[src/rtl/sif_pkg.sv]
package sif_pkg;

    localparam int unsigned CNT_W  = 4;
    localparam int unsigned REG_W  = 8;
    localparam int unsigned SYNC_N = 2;

    localparam int unsigned BIT_START = 7;
    localparam int unsigned BIT_OVF   = 6;
    localparam int unsigned BIT_STOP  = 5;
    localparam int unsigned BIT_COLL  = 4;

    typedef enum logic [1:0] {
        CS_SOFT   = 2'b00,
        CS_TIMER  = 2'b01,
        CS_PIN_A  = 2'b10,
        CS_PIN_B  = 2'b11
    } clk_sel_e;

    typedef struct packed {
        logic             start_f;
        logic             ovf_f;
        logic             stop_f;
        logic             start_hold;
        logic             ovf_hold;
        logic [CNT_W-1:0] cnt;
    } sif_state_t;

endpackage

[src/rtl/sif_sync.sv]
module sif_sync #(
    parameter int unsigned    W       = 2,
    parameter int unsigned    STAGES  = 2,
    parameter logic [W-1:0]   RST_VAL = '1
) (
    input  logic         clk,
    input  logic         rst_n,
    input  logic [W-1:0] din,
    output logic [W-1:0] dout,
    output logic [W-1:0] dprev
);
    logic [W-1:0] stage_q [STAGES+1];

    always_ff @(posedge clk) begin
        if (!rst_n) begin
            for (int i = 0; i <= STAGES; i++) begin
                stage_q[i] <= RST_VAL;
            end
        end else begin
            stage_q[0] <= din;
            for (int i = 1; i <= STAGES; i++) begin
                stage_q[i] <= stage_q[i-1];
            end
        end
    end

    assign dout  = stage_q[STAGES-1];
    assign dprev = stage_q[STAGES];
endmodule

[src/rtl/sif_cond_detect.sv]
module sif_cond_detect (
    input  logic scl_s,
    input  logic scl_p,
    input  logic sda_s,
    input  logic sda_p,
    output logic start_cond,
    output logic stop_cond,
    output logic scl_edge
);
    logic scl_high;

    always_comb begin
        scl_high   = scl_s & scl_p;
        start_cond = scl_high & sda_p & ~sda_s;
        stop_cond  = scl_high & ~sda_p & sda_s;
        scl_edge   = scl_s ^ scl_p;
    end
endmodule

[src/rtl/sif_tick_sel.sv]
module sif_tick_sel
    import sif_pkg::*;
(
    input  logic [1:0] clk_sel,
    input  logic       sw_clk_en,
    input  logic       scl_edge,
    input  logic       timer_ovf,
    input  logic       soft_stb,
    input  logic       toggle_stb,
    output logic       tick,
    output logic       pin_edge_evt
);
    always_comb begin
        tick         = 1'b0;
        pin_edge_evt = 1'b0;
        unique case (clk_sel_e'(clk_sel))
            CS_SOFT:  tick = soft_stb;
            CS_TIMER: tick = timer_ovf;
            CS_PIN_A,
            CS_PIN_B: begin
                if (sw_clk_en) begin
                    tick = toggle_stb;
                end else begin
                    tick         = scl_edge;
                    pin_edge_evt = scl_edge;
                end
            end
            default:  tick = 1'b0;
        endcase
    end
endmodule

[src/rtl/sif_status.sv]
module sif_status
    import sif_pkg::*;
(
    input  logic             clk,
    input  logic             rst_n,
    input  logic [1:0]       mode_i,
    input  logic [1:0]       clk_sel_i,
    input  logic             sw_clk_en_i,
    input  logic             soft_clk_stb_i,
    input  logic             toggle_stb_i,
    input  logic             timer_ovf_i,
    input  logic             scl_pin_i,
    input  logic             sda_pin_i,
    input  logic             shift_msb_i,
    input  logic             start_ie_i,
    input  logic             ovf_ie_i,
    input  logic             gie_i,
    input  logic             reg_wr_i,
    input  logic [REG_W-1:0] reg_wdata_i,
    output logic [REG_W-1:0] reg_rdata_o,
    output logic             start_irq_o,
    output logic             ovf_irq_o,
    output logic             collision_o,
    output logic             scl_hold_o
);
    localparam sif_state_t ST_RESET = '0;

    logic [1:0] pin_s, pin_p;
    logic       start_cond, stop_cond, scl_edge;
    logic       tick, pin_edge_evt;
    logic       two_wire;
    logic [1:0] unused_bits;

    sif_state_t st_d, st_q;

    sif_sync #(.W(2), .STAGES(SYNC_N), .RST_VAL(2'b11)) u_sync (
        .clk   (clk),
        .rst_n (rst_n),
        .din   ({scl_pin_i, sda_pin_i}),
        .dout  (pin_s),
        .dprev (pin_p)
    );

    sif_cond_detect u_cond (
        .scl_s      (pin_s[1]),
        .scl_p      (pin_p[1]),
        .sda_s      (pin_s[0]),
        .sda_p      (pin_p[0]),
        .start_cond (start_cond),
        .stop_cond  (stop_cond),
        .scl_edge   (scl_edge)
    );

    sif_tick_sel u_tick (
        .clk_sel      (clk_sel_i),
        .sw_clk_en    (sw_clk_en_i),
        .scl_edge     (scl_edge),
        .timer_ovf    (timer_ovf_i),
        .soft_stb     (soft_clk_stb_i),
        .toggle_stb   (toggle_stb_i),
        .tick         (tick),
        .pin_edge_evt (pin_edge_evt)
    );

    assign two_wire    = mode_i[1];
    assign unused_bits = {mode_i[0], reg_wdata_i[BIT_COLL]};

    always_comb begin
        logic             clr_start, clr_ovf, clr_stop;
        logic             wrap;
        logic             start_set;
        logic [CNT_W:0]   sum;

        clr_start = reg_wr_i & reg_wdata_i[BIT_START];
        clr_ovf   = reg_wr_i & reg_wdata_i[BIT_OVF];
        clr_stop  = reg_wr_i & reg_wdata_i[BIT_STOP];

        st_d = st_q;
        sum  = {1'b0, st_q.cnt} + {{CNT_W{1'b0}}, 1'b1};
        wrap = 1'b0;

        if (reg_wr_i) begin
            st_d.cnt = reg_wdata_i[CNT_W-1:0];
        end else if (tick) begin
            st_d.cnt = sum[CNT_W-1:0];
            wrap     = sum[CNT_W];
        end

        start_set = two_wire ? start_cond : pin_edge_evt;

        st_d.start_f    = start_set | (st_q.start_f & ~clr_start);
        st_d.start_hold = (two_wire & start_cond) | (st_q.start_hold & ~clr_start);
        st_d.ovf_f      = wrap | (st_q.ovf_f & ~clr_ovf);
        st_d.ovf_hold   = (two_wire & wrap) | (st_q.ovf_hold & ~clr_ovf);
        st_d.stop_f     = (two_wire & stop_cond) | (st_q.stop_f & ~clr_stop);
    end

    always_ff @(posedge clk) begin
        if (!rst_n) begin
            st_q <= ST_RESET;
        end else begin
            st_q <= st_d;
        end
    end

    assign collision_o = two_wire & (shift_msb_i ^ pin_s[0]);
    assign reg_rdata_o = {st_q.start_f, st_q.ovf_f, st_q.stop_f, collision_o, st_q.cnt};
    assign start_irq_o = st_q.start_f & start_ie_i & gie_i;
    assign ovf_irq_o   = st_q.ovf_f & ovf_ie_i & gie_i;
    assign scl_hold_o  = two_wire & (st_q.start_hold | st_q.ovf_hold);
endmodule

[config.mk]
export PLATFORM = sky130hd
export DESIGN_NAME = sif_status
export DESIGN_NICKNAME = d
export VERILOG_FILES = /design/src/rtl/sif_pkg.sv /design/src/rtl/sif_sync.sv /design/src/rtl/sif_cond_detect.sv /design/src/rtl/sif_tick_sel.sv /design/src/rtl/sif_status.sv
export SDC_FILE = /design/constraint.sdc
export NUM_CORES = 1
export LEC_CHECK = 0
export BUFFER_PORTS_ARGS = -buffer_cell sky130_fd_sc_hd__clkbuf_2
export CORE_ASPECT_RATIO = 1.2
export CORE_MARGIN = 2
export CORE_UTILIZATION = 45
export DETAILED_ROUTE_END_ITERATION = 7
export PLACE_DENSITY = 0.79
export SLEW_MARGIN = 40
export SYNTH_ARGS = -nofsm -noshare
export SYNTH_HDL_FRONTEND = slang
export SYNTH_HIERARCHICAL = 1
export SYNTH_SLANG_ARGS = --single-unit
[constraint.sdc]
create_clock -name clk -period 3.9 [get_ports clk]
set_input_delay 0.78 -clock clk [delete_from_list [all_inputs] [get_ports clk]]
set_output_delay 0.78 -clock clk [all_outputs]
set_load 0.005 [all_outputs]
# [Yosys cells after proc, flatten, opt, wreduce, memory -nomap -nowiden]
# Memories as Yosys holds them, arrays and structs flattened.
# Index checks and enable logic that the tools add are counted.
[op_classes] addsub=1 eq_ne=3 muxes=14 bitwise_logic=38 reduce_logical=3
[ops] op="1-bit bitwise AND" count=22
[ops] op="1-bit OR" count=9
[ops] op="1-bit two-way mux" count=8
[ops] op="4-bit two-way mux" count=2
[ops] op="2-bit two-way mux" count=3
[ops] op="4-bit by 1-bit adder with 5-bit output, second input constant" count=1
[ops] op="1-bit inverter" count=5
[ops] op="2-bit == test, second input constant" count=2
[ops] op="1-bit one-hot mux with 3 select lines" count=1
[ops] op="2-bit by 1-bit == test with 1-bit output, second input constant" count=1
[ops] op="2-bit logical NOT" count=1
[ops] op="2-bit nonzero test" count=1
[ops] op="2-bit OR reduction" count=1
[ops] op="1-bit bitwise XOR" count=2
[word_totals] regBits=9 ram_bits=6 in_bits=25 output_inout_bits=12 elab_cells=66 mem_count=1
[memory_table] name="u_sync.stage_q" words=3 word_bits=2 rd=3 rd_ports_with_merged_regs=0 wr=3 line_no="sif_sync.sv:12" source="logic [W-1:0] stage_q [STAGES+1];"

# [Longest topological paths before layout]
# Gate-level depths: netlist (run 1).
[logic_depth] depth_word=7 mapped_depth=7 depth_no_buf=6

# [Modules after synthesis]
# The synthesis (run 1) kept the hierarchy.
[modules_own_cells] mod="sif_status" instances=1 cells_each=57 area_per_inst_um2=485.5 seq_area_each_um2=180.2
[modules_own_cells] mod="sif_sync" instances=1 cells_each=16 area_per_inst_um2=187.7 seq_area_each_um2=120.1
[modules_own_cells] mod="sif_tick_sel" instances=1 cells_each=4 area_per_inst_um2=40.0 seq_area_each_um2=0.0
[modules_own_cells] mod="sif_cond_detect" instances=1 cells_each=3 area_per_inst_um2=30.0 seq_area_each_um2=0.0

# [Least setup slack after synthesis (run 1)]
# No wires, ideal clock.
[synth_timing] path_type="in2out" startpoint="input port shift_msb_i" endpoint="output port reg_rdata_o[4]" t_arrival_ps=1196 t_required_ps=3120 setup_slack_ps=1924 stages=3 n_path_buf=1 cell_sequence="xor2_1 > and2_1 > buf_4"
[synth_between] elab_chain_cells=2
[synth_lines] element="start, declared" line_no="sif_status.sv:14" source="input logic shift_msb_i,"
[synth_lines] element="1-bit bitwise XOR" line_no="sif_status.sv:106" source="assign collision_o = two_wire & (shift_msb_i ^ pin_s[0]);"
[synth_lines] element="1-bit bitwise AND" line_no="sif_status.sv:106"
[synth_lines] element="end, declared" line_no="sif_status.sv:20" source="output logic [REG_W-1:0] reg_rdata_o,"
# Every way passes these cells.

# [Worst setup path in the final report (run 1)]
[layout_timing] startpoint="input port shift_msb_i" endpoint="output port collision_o"
[layout_between] elab_chain_cells=2
[layout_lines] element="1-bit bitwise XOR" line_no="sif_status.sv:106"
[layout_lines] element="1-bit bitwise AND" line_no="sif_status.sv:106"
[layout_lines] element="end, declared" line_no="sif_status.sv:23" source="output logic collision_o,"
# Every way passes these cells.

==> impl_metrics.prom, run 1 <==
# TYPE chip_impl_metric gauge
chip_impl_info{name="run_status",value="complete, no violations"} 1
chip_impl_metric{name="whs",unit="ns"} 0.413
chip_impl_metric{name="core.rowCount",unit=""} 16
chip_impl_metric{name="vias",unit=""} 602
chip_impl_metric{name="die-width",unit="µm"} 41.1
chip_impl_metric{name="globalRoute.totalOverflow",unit=""} 0
chip_impl_metric{name="fmax",unit="MHz"} 492
chip_impl_metric{name="synth_cell_type_count",unit=""} 23
chip_impl_metric{name="layout_worst_path_cycle_share",unit="%"} 52.2
chip_impl_metric{name="number_of_buffers_inserted_by_post_cts_setup_repair",unit=""} 0
chip_impl_metric{name="drive_above_1_share",unit="%"} 35.8
chip_impl_metric{name="avgRoutedWirePerCell",unit="µm"} 10.5
chip_impl_metric{name="pin_count",unit=""} 37
chip_impl_metric{name="final_standard_cell_utilization_of_the_core",unit="%"} 54.5
chip_impl_metric{name="fin_worst_skew",unit="ns"} 0.00212
chip_impl_metric{name="finalMaxSlewViolations",unit=""} 0
chip_impl_metric{name="final_instance_count_without_filler_cells",unit=""} 124
chip_impl_metric{name="grt_pass1_vias",unit=""} 567
chip_impl_metric{name="synthesis.area_per_instance",unit="µm²"} 9.29
chip_impl_info{name="worstHoldPathType",value="register to register"} 1
chip_impl_metric{name="final_weighted_congestion_in_routability_driven_placement",unit=""} 0.648
chip_impl_metric{name="floorplan.core_area",unit="mm²"} 0.00160
chip_impl_metric{name="finalCriticalPeriod",unit="ns"} 2.03
chip_impl_metric{name="grt_first_pass_wirelength",unit="µm"} 2230
chip_impl_metric{name="detail_route.first_pass.iterations",unit=""} 3
chip_impl_metric{name="start_util",unit="%"} 46.4
chip_impl_metric{name="dp_cells",unit=""} 120
chip_impl_metric{name="power.static_leakage",unit="nW"} 0.435
chip_impl_info{name="tritoncts_clock_tree",value="built"} 1
chip_impl_metric{name="cts_made_buffers",unit=""} 3
chip_impl_metric{name="syn-instance-count",unit=""} 80
chip_impl_metric{name="timing_hold_violations_final",unit=""} 0
chip_impl_metric{name="synth.cell_area",unit="µm²"} 743
chip_impl_info{name="crit_path_end_kind",value="output port"} 1
chip_impl_metric{name="fp.dieArea",unit="mm²"} 0.00199
chip_impl_metric{name="antenna_found_initial",unit=""} 0
chip_impl_metric{name="cp.arrival",unit="ns"} 1.25
chip_impl_metric{name="tightest_slew",unit="ns"} 0.489
chip_impl_metric{name="cts.htree.levels",unit=""} 1
chip_impl_info{name="startpoint_type",value="input pin"} 1
chip_impl_metric{name="place.port_buffers",unit=""} 34
chip_impl_metric{name="timing.setup.tns",unit="ns"} 0
chip_impl_metric{name="max_cap_viol_count",unit=""} 0
chip_impl_info{name="cts_root_buf",value="clkbuf_4"} 1
chip_impl_metric{name="worst_skew_pair.late_latency",unit="ns"} 0.28
chip_impl_metric{name="report.final.setup_viol",unit=""} 0
chip_impl_metric{name="finalNetCount",unit=""} 134
chip_impl_metric{name="cp.required",unit="ns"} 3.12
chip_impl_metric{name="pin_count_of_the_biggest_net_entering_global_routing",unit=""} 17
chip_impl_metric{name="dieHeight",unit="µm"} 48.5
chip_impl_metric{name="max-slew-margin-rel",unit="%"} 66.5
chip_impl_metric{name="synth.ff_latch_count",unit=""} 15
chip_impl_metric{name="synth_seq_area_share",unit="%"} 40.4
chip_impl_metric{name="viasPerCell",unit=""} 4.85
chip_impl_info{name="worstSetupPathType",value="input pin to output port"} 1
chip_impl_metric{name="detail_route.iter0.violations",unit=""} 1
chip_impl_metric{name="cts.sink_count",unit=""} 15
chip_impl_metric{name="wirelength",unit="µm"} 1300
chip_impl_metric{name="ys.warnings.count",unit=""} 6
chip_impl_info{name="leading_cell_type_in_the_layout_fill_and_taps_excluded",value="clkbuf_2"} 1
chip_impl_metric{name="drcViolationCount",unit=""} 0
chip_impl_info{name="mostFrequentLayoutCells",value="34 x clkbuf_2, 15 x dfxtp_1, 9 x nand2_1"} 1
chip_impl_metric{name="cts.reportedPaths.clkPinSlew",unit="ns"} 0.08
chip_impl_metric{name="dpl.hpwl",unit="µm"} 1040
chip_impl_metric{name="areaGrowthSynthToFinish",unit="%"} 17.3
chip_impl_metric{name="irDropWorstVdd",unit="mV"} 0.214
chip_impl_metric{name="ctsLongestPathBuffers",unit=""} 2
chip_impl_metric{name="syn-num-nets",unit=""} 107
chip_impl_info{name="grt_setup_unrepaired",value="no"} 1
chip_impl_metric{name="worst_path_maximum_fanout",unit=""} 2
chip_impl_metric{name="antennaDiodeCount",unit=""} 0
chip_impl_metric{name="postRouteAntennaNets",unit=""} 0
chip_impl_metric{name="powerDensity",unit="mW/mm²"} 336
chip_impl_metric{name="cts_hold_repair.buffers",unit=""} 0
chip_impl_metric{name="groute.usage.overall",unit="%"} 16.0
chip_impl_metric{name="cts_repair_resize_count",unit=""} 0
[per-stage QoR]
stage	area (µm²)	total power [mW]	setup WS, ns
finish	872	0.293	1.87
detailed placement	846	0.211	1.86
floorplan	743	0.195	1.92
global route	872	0.311	1.83
global placement	846	0.209	1.86
CTS	872	0.299	1.86
[power breakdown]
part,switching (mW),internal [mW]
combinational,0.0188,0.0235
clock,0.0466,0.0396
sequential,0.00500,0.160
total,0.0704,0.223
[metal layers]
layer,up-vias,GRT usage [%],share of wire [%]
li1,313,-,-
met1,259,19.8,41
met2,28,25.3,50
met3,2,2.75,7.6
met4,0,8.06,0.69
met5,-,0,0
[final timing paths]
| kind | startpoint | end | slack (ns) | cells past startpoint |
|---|---|---|---|---|
| setup reg to reg | u_sync/stage_q[0][3] | reg_rdata_o[1] | 2.21 | 6 |
| hold / removal | u_sync/stage_q[0][0] | u_sync/stage_q[0][2] | 0.41 | 1 |
| setup / recovery | shift_msb_i | collision_o | 1.87 | 4 |
| hold reg to reg | u_sync/stage_q[0][0] | u_sync/stage_q[0][2] | 0.41 | 1 |
[flip-flops by register name, summed over array words and instances, names as in the netlist]
signal          count
u_sync/stage_q      6
reg_rdata_o         7
st_q                2
[cell families after synthesis]
group / count (synthesis) / synth area share, %
compound gates: 12 / 9.76
buf+inv: 13 / 12.6
fa+ha+maj: 2 / 3.37
mux: 5 / 6.73
xor+xnor: 4 / 4.71
flops: 15 / 40.4
simple gates: 29 / 22.4
[area by class of cell]
| type | instances | area, µm² |
|---|---|---|
| Timing Repair Buffer | 34 | 170 |
| Clock buffer | 4 | 26.3 |
| Multi-Input combinational cell | 52 | 349 |
| Sequential cell | 15 | 300 |
| Tap cell | 18 | 22.5 |
| Fill cell | 155 | 729 |
| Inverter | 1 | 3.75 |
[synth_stat cells]
cell	number	share of area, %
dfxtp_1	15	40
buf_4	12	12
nand2_1	9	4.5
nand2b_1	7	5.9
mux2i_1	5	6.7
o21ai_0	4	2.7
and2_1	3	2.5
xor2_1	3	3.5
a21oi_1	2	1.3
a22oi_1	2	2.0
and3_1	2	1.7
and3b_1	2	2.4
ha_1	2	3.4
nand4_1	2	1.7
nor2b_1	2	1.7
a21boi_0	1	1.0
a21boi_1	1	1.0
and3b_2	1	1.3
inv_1	1	0.50
nand3_1	1	0.67
o21a_1	1	1.0
o21ai_1	1	0.67
xnor2_1	1	1.2
[critical path, cell delays in order]
cell	delay [ns]
clkbuf_2	0.09
xor2_1	0.13
and2_1	0.16
clkbuf_2	0.11
Power figures use the tool's default switching activity.
==> run 2: changes to the inputs <==
--- a/config.mk
+++ b/config.mk
@@ -8,9 +8,9 @@
 export BUFFER_PORTS_ARGS = -buffer_cell sky130_fd_sc_hd__clkbuf_2
 export CORE_ASPECT_RATIO = 1.2
 export CORE_MARGIN = 2
-export CORE_UTILIZATION = 45
+export CORE_UTILIZATION = 43
 export DETAILED_ROUTE_END_ITERATION = 7
-export PLACE_DENSITY = 0.79
+export PLACE_DENSITY = 0.76
 export SLEW_MARGIN = 40
 export SYNTH_ARGS = -nofsm -noshare
 export SYNTH_HDL_FRONTEND = slang
==> constraint.sdc (replaced) <==
create_clock -name clk -period 2 [get_ports clk]
set_input_delay 0.4 -clock clk [delete_from_list [all_inputs] [get_ports clk]]
set_output_delay 0.4 -clock clk [all_outputs]
set_load 0.005 [all_outputs]
==> impl_metrics.prom, run 2 (synthesized netlist as in run 1, its figures left out) <==
# TYPE chip_impl_metric gauge
chip_impl_info{name="run_status",value="complete, no violations"} 1
chip_impl_metric{name="dieHeight",unit="µm"} 49.5
chip_impl_metric{name="cts.sink_count",unit=""} 15
chip_impl_info{name="grt_setup_unrepaired",value="no"} 1
chip_impl_metric{name="pin_count",unit=""} 37
chip_impl_metric{name="globalRoute.totalOverflow",unit=""} 0
chip_impl_metric{name="detailed_place.area",unit="µm²"} 846
chip_impl_metric{name="antenna_found_initial",unit=""} 0
chip_impl_metric{name="finalMaxSlewViolations",unit=""} 0
chip_impl_metric{name="timing.setup.tns",unit="ns"} 0
chip_impl_info{name="crit_top_cell",value="mux2i_1"} 1
chip_impl_metric{name="wirelength",unit="µm"} 1370
chip_impl_metric{name="irDropWorstVdd",unit="mV"} 0.372
chip_impl_metric{name="stdcell_area",unit="µm²"} 873
chip_impl_metric{name="finalNetCount",unit=""} 134
chip_impl_info{name="worstSetupPathType",value="register to register"} 1
chip_impl_info{name="r2r-start",value="u_sync/stage_q[0][3]"} 1
chip_impl_info{name="source_of_the_worst_hold_timing_path",value="sda_pin_i"} 1
chip_impl_metric{name="cts.reportedPaths.clkPinSlew",unit="ns"} 0.09
chip_impl_metric{name="vias",unit=""} 612
chip_impl_metric{name="fp.dieArea",unit="mm²"} 0.00208
chip_impl_metric{name="regToRegSetupSlack",unit="ns"} 0.35
chip_impl_metric{name="report.final.setup_viol",unit=""} 0
chip_impl_metric{name="drcViolationCount",unit=""} 0
chip_impl_metric{name="pin_count_of_the_biggest_net_entering_global_routing",unit=""} 17
chip_impl_metric{name="start_util",unit="%"} 45.8
chip_impl_info{name="timing.critical_path.cells",value="ha_1 -> mux2i_1 -> mux2i_1 -> mux2i_1 -> o21ai_0 -> and2_1"} 1
chip_impl_metric{name="groute.usage.overall",unit="%"} 13.8
chip_impl_metric{name="worst_path_maximum_fanout",unit=""} 5
chip_impl_metric{name="cts_repair_resize_count",unit=""} 0
chip_impl_metric{name="filler_cell_count",unit=""} 165
chip_impl_metric{name="fin_worst_skew",unit="ns"} 0.00922
chip_impl_metric{name="multiInputGateArea",unit="µm²"} 349
chip_impl_info{name="crit_reg_reg_endpoint",value="reg_rdata_o[1]"} 1
chip_impl_metric{name="detail_route.first_pass.iterations",unit=""} 4
chip_impl_metric{name="viasPerCell",unit=""} 4.94
chip_impl_metric{name="timing_hold_violations_final",unit=""} 0
chip_impl_metric{name="fmax",unit="MHz"} 607
chip_impl_metric{name="areaGrowthSynthToFinish",unit="%"} 17.5
chip_impl_metric{name="power.static_leakage",unit="nW"} 0.438
chip_impl_info{name="cpMaxStageDelayCell",value="mux2i_1"} 1
chip_impl_metric{name="postRouteAntennaNets",unit=""} 0
chip_impl_metric{name="die-width",unit="µm"} 42.0
chip_impl_metric{name="grt_first_pass_wirelength",unit="µm"} 2190
chip_impl_metric{name="cts_hold_repair.buffers",unit=""} 0
chip_impl_metric{name="min_setup_slack_post_route",unit="ns"} 0.352
chip_impl_metric{name="max-slew-margin-rel",unit="%"} 69.2
chip_impl_metric{name="place.port_buffers",unit=""} 34
chip_impl_metric{name="drive_above_1_share",unit="%"} 36.8
chip_impl_metric{name="number_of_buffers_inserted_by_post_cts_setup_repair",unit=""} 0
chip_impl_metric{name="worst_skew_pair.late_latency",unit="ns"} 0.28
chip_impl_metric{name="dp_worst_setup_slack",unit="ns"} 0.382
chip_impl_metric{name="tightest_slew",unit="ns"} 0.450
chip_impl_metric{name="final_weighted_congestion_in_routability_driven_placement",unit=""} 0.813
chip_impl_info{name="mostFrequentLayoutCells",value="34 x clkbuf_2, 15 x dfxtp_1, 9 x nand2_1"} 1
chip_impl_metric{name="floorplan.core_area",unit="mm²"} 0.00162
chip_impl_metric{name="finalCriticalPeriod",unit="ns"} 1.65
chip_impl_metric{name="critical-path-max-stage-delay",unit="ns"} 0.38
chip_impl_metric{name="layout_worst_path_cycle_share",unit="%"} 82.4
chip_impl_metric{name="whs",unit="ns"} 0.290
chip_impl_info{name="leading_cell_type_in_the_layout_fill_and_taps_excluded",value="clkbuf_2"} 1
chip_impl_metric{name="min_path_cells",unit=""} 2
chip_impl_metric{name="grt_pass1_vias",unit=""} 552
chip_impl_metric{name="antennaDiodeCount",unit=""} 0
chip_impl_metric{name="cts_made_buffers",unit=""} 3
chip_impl_metric{name="sequential_cell_area",unit="µm²"} 300
chip_impl_metric{name="ctsLongestPathBuffers",unit=""} 2
chip_impl_info{name="worst_hold_path.endpoint",value="u_sync/stage_q[0][0]"} 1
chip_impl_info{name="cts_root_buf",value="clkbuf_4"} 1
chip_impl_info{name="startpoint_type",value="register"} 1
chip_impl_metric{name="cp.required",unit="ns"} 2.17
chip_impl_metric{name="max_cap_viol_count",unit=""} 0
chip_impl_metric{name="detail_route.iter0.violations",unit=""} 15
chip_impl_metric{name="ff2ff_path_depth",unit=""} 6
chip_impl_info{name="tritoncts_clock_tree",value="built"} 1
chip_impl_metric{name="avgRoutedWirePerCell",unit="µm"} 11.1
chip_impl_metric{name="largest_register_ff_count",unit=""} 7
chip_impl_metric{name="cp.arrival",unit="ns"} 1.82
chip_impl_metric{name="cts.htree.levels",unit=""} 1
chip_impl_metric{name="powerDensity",unit="mW/mm²"} 654
chip_impl_info{name="crit_path_end_kind",value="register"} 1
chip_impl_info{name="worstHoldPathType",value="input pin to register"} 1
chip_impl_metric{name="core.rowCount",unit=""} 16
-- run 2: cell types whose count changed in the layout (fill, tap and decap cells not counted) --
cell	delta
clkinv_2	+1
clkbuf_1	-1
-- run 2: power by group --
part	switching [mW]	total (mW)	internal (mW)
clock	0.0925	0.167	0.0742
sequential	0.00994	0.321	0.311
combinational	0.0378	0.0836	0.0458
-- run 2: per-layer routing --
metal | GRT usage (%) | wire [µm] | up-vias
li1 | - | - | 311
met1 | 15.3 | 558 | 266
met2 | 24.0 | 679 | 31
met3 | 2.56 | 112 | 4
met4 | 8.06 | 23 | 0
met5 | 0 | 0 | -
-- run 2: cell type report --
class                      count  area share (%)
multi-input combinational     52            40.0
sequential                    15            34.4
clock inverter                 1           0.573
tap                           18            2.58
clock buffer                   3            2.58
timing repair buffer          34            19.5
inverter                       1           0.430
-- run 2: worst max-delay path, delay by kind of cell (launching register included) --
kind	cells	cell delay [ns]
and+or+nand+nor	1	0.15
adders and majority gates	1	0.29
DFF	1	0.33
AOI/OAI and AO/OA	1	0.08
muxes	3	0.68
-- run 2: worst max-delay path by stage --
stage	startpoint	cells past startpoint	slack [ns]	to
floorplan	u_sync/stage_q[0][3]	7	0.41	reg_rdata_o[1]
detailed placement	u_sync/stage_q[0][3]	6	0.38	reg_rdata_o[1]
global route	u_sync/stage_q[0][3]	6	0.23	reg_rdata_o[1]
finish	u_sync/stage_q[0][3]	6	0.35	reg_rdata_o[1]
global placement	u_sync/stage_q[0][3]	6	0.41	reg_rdata_o[1]
CTS	u_sync/stage_q[0][3]	6	0.35	reg_rdata_o[1]
-- run 2: stage by stage --
stage / utilization [%] / total power, mW / instances
final: 53.9 / 0.572 / 124
after global placement: 52.2 / 0.409 / 120
after CTS: 53.9 / 0.581 / 124
after global routing: 53.9 / 0.604 / 124
after detailed placement: 52.2 / 0.412 / 120
after floorplan: - / 0.380 / 80
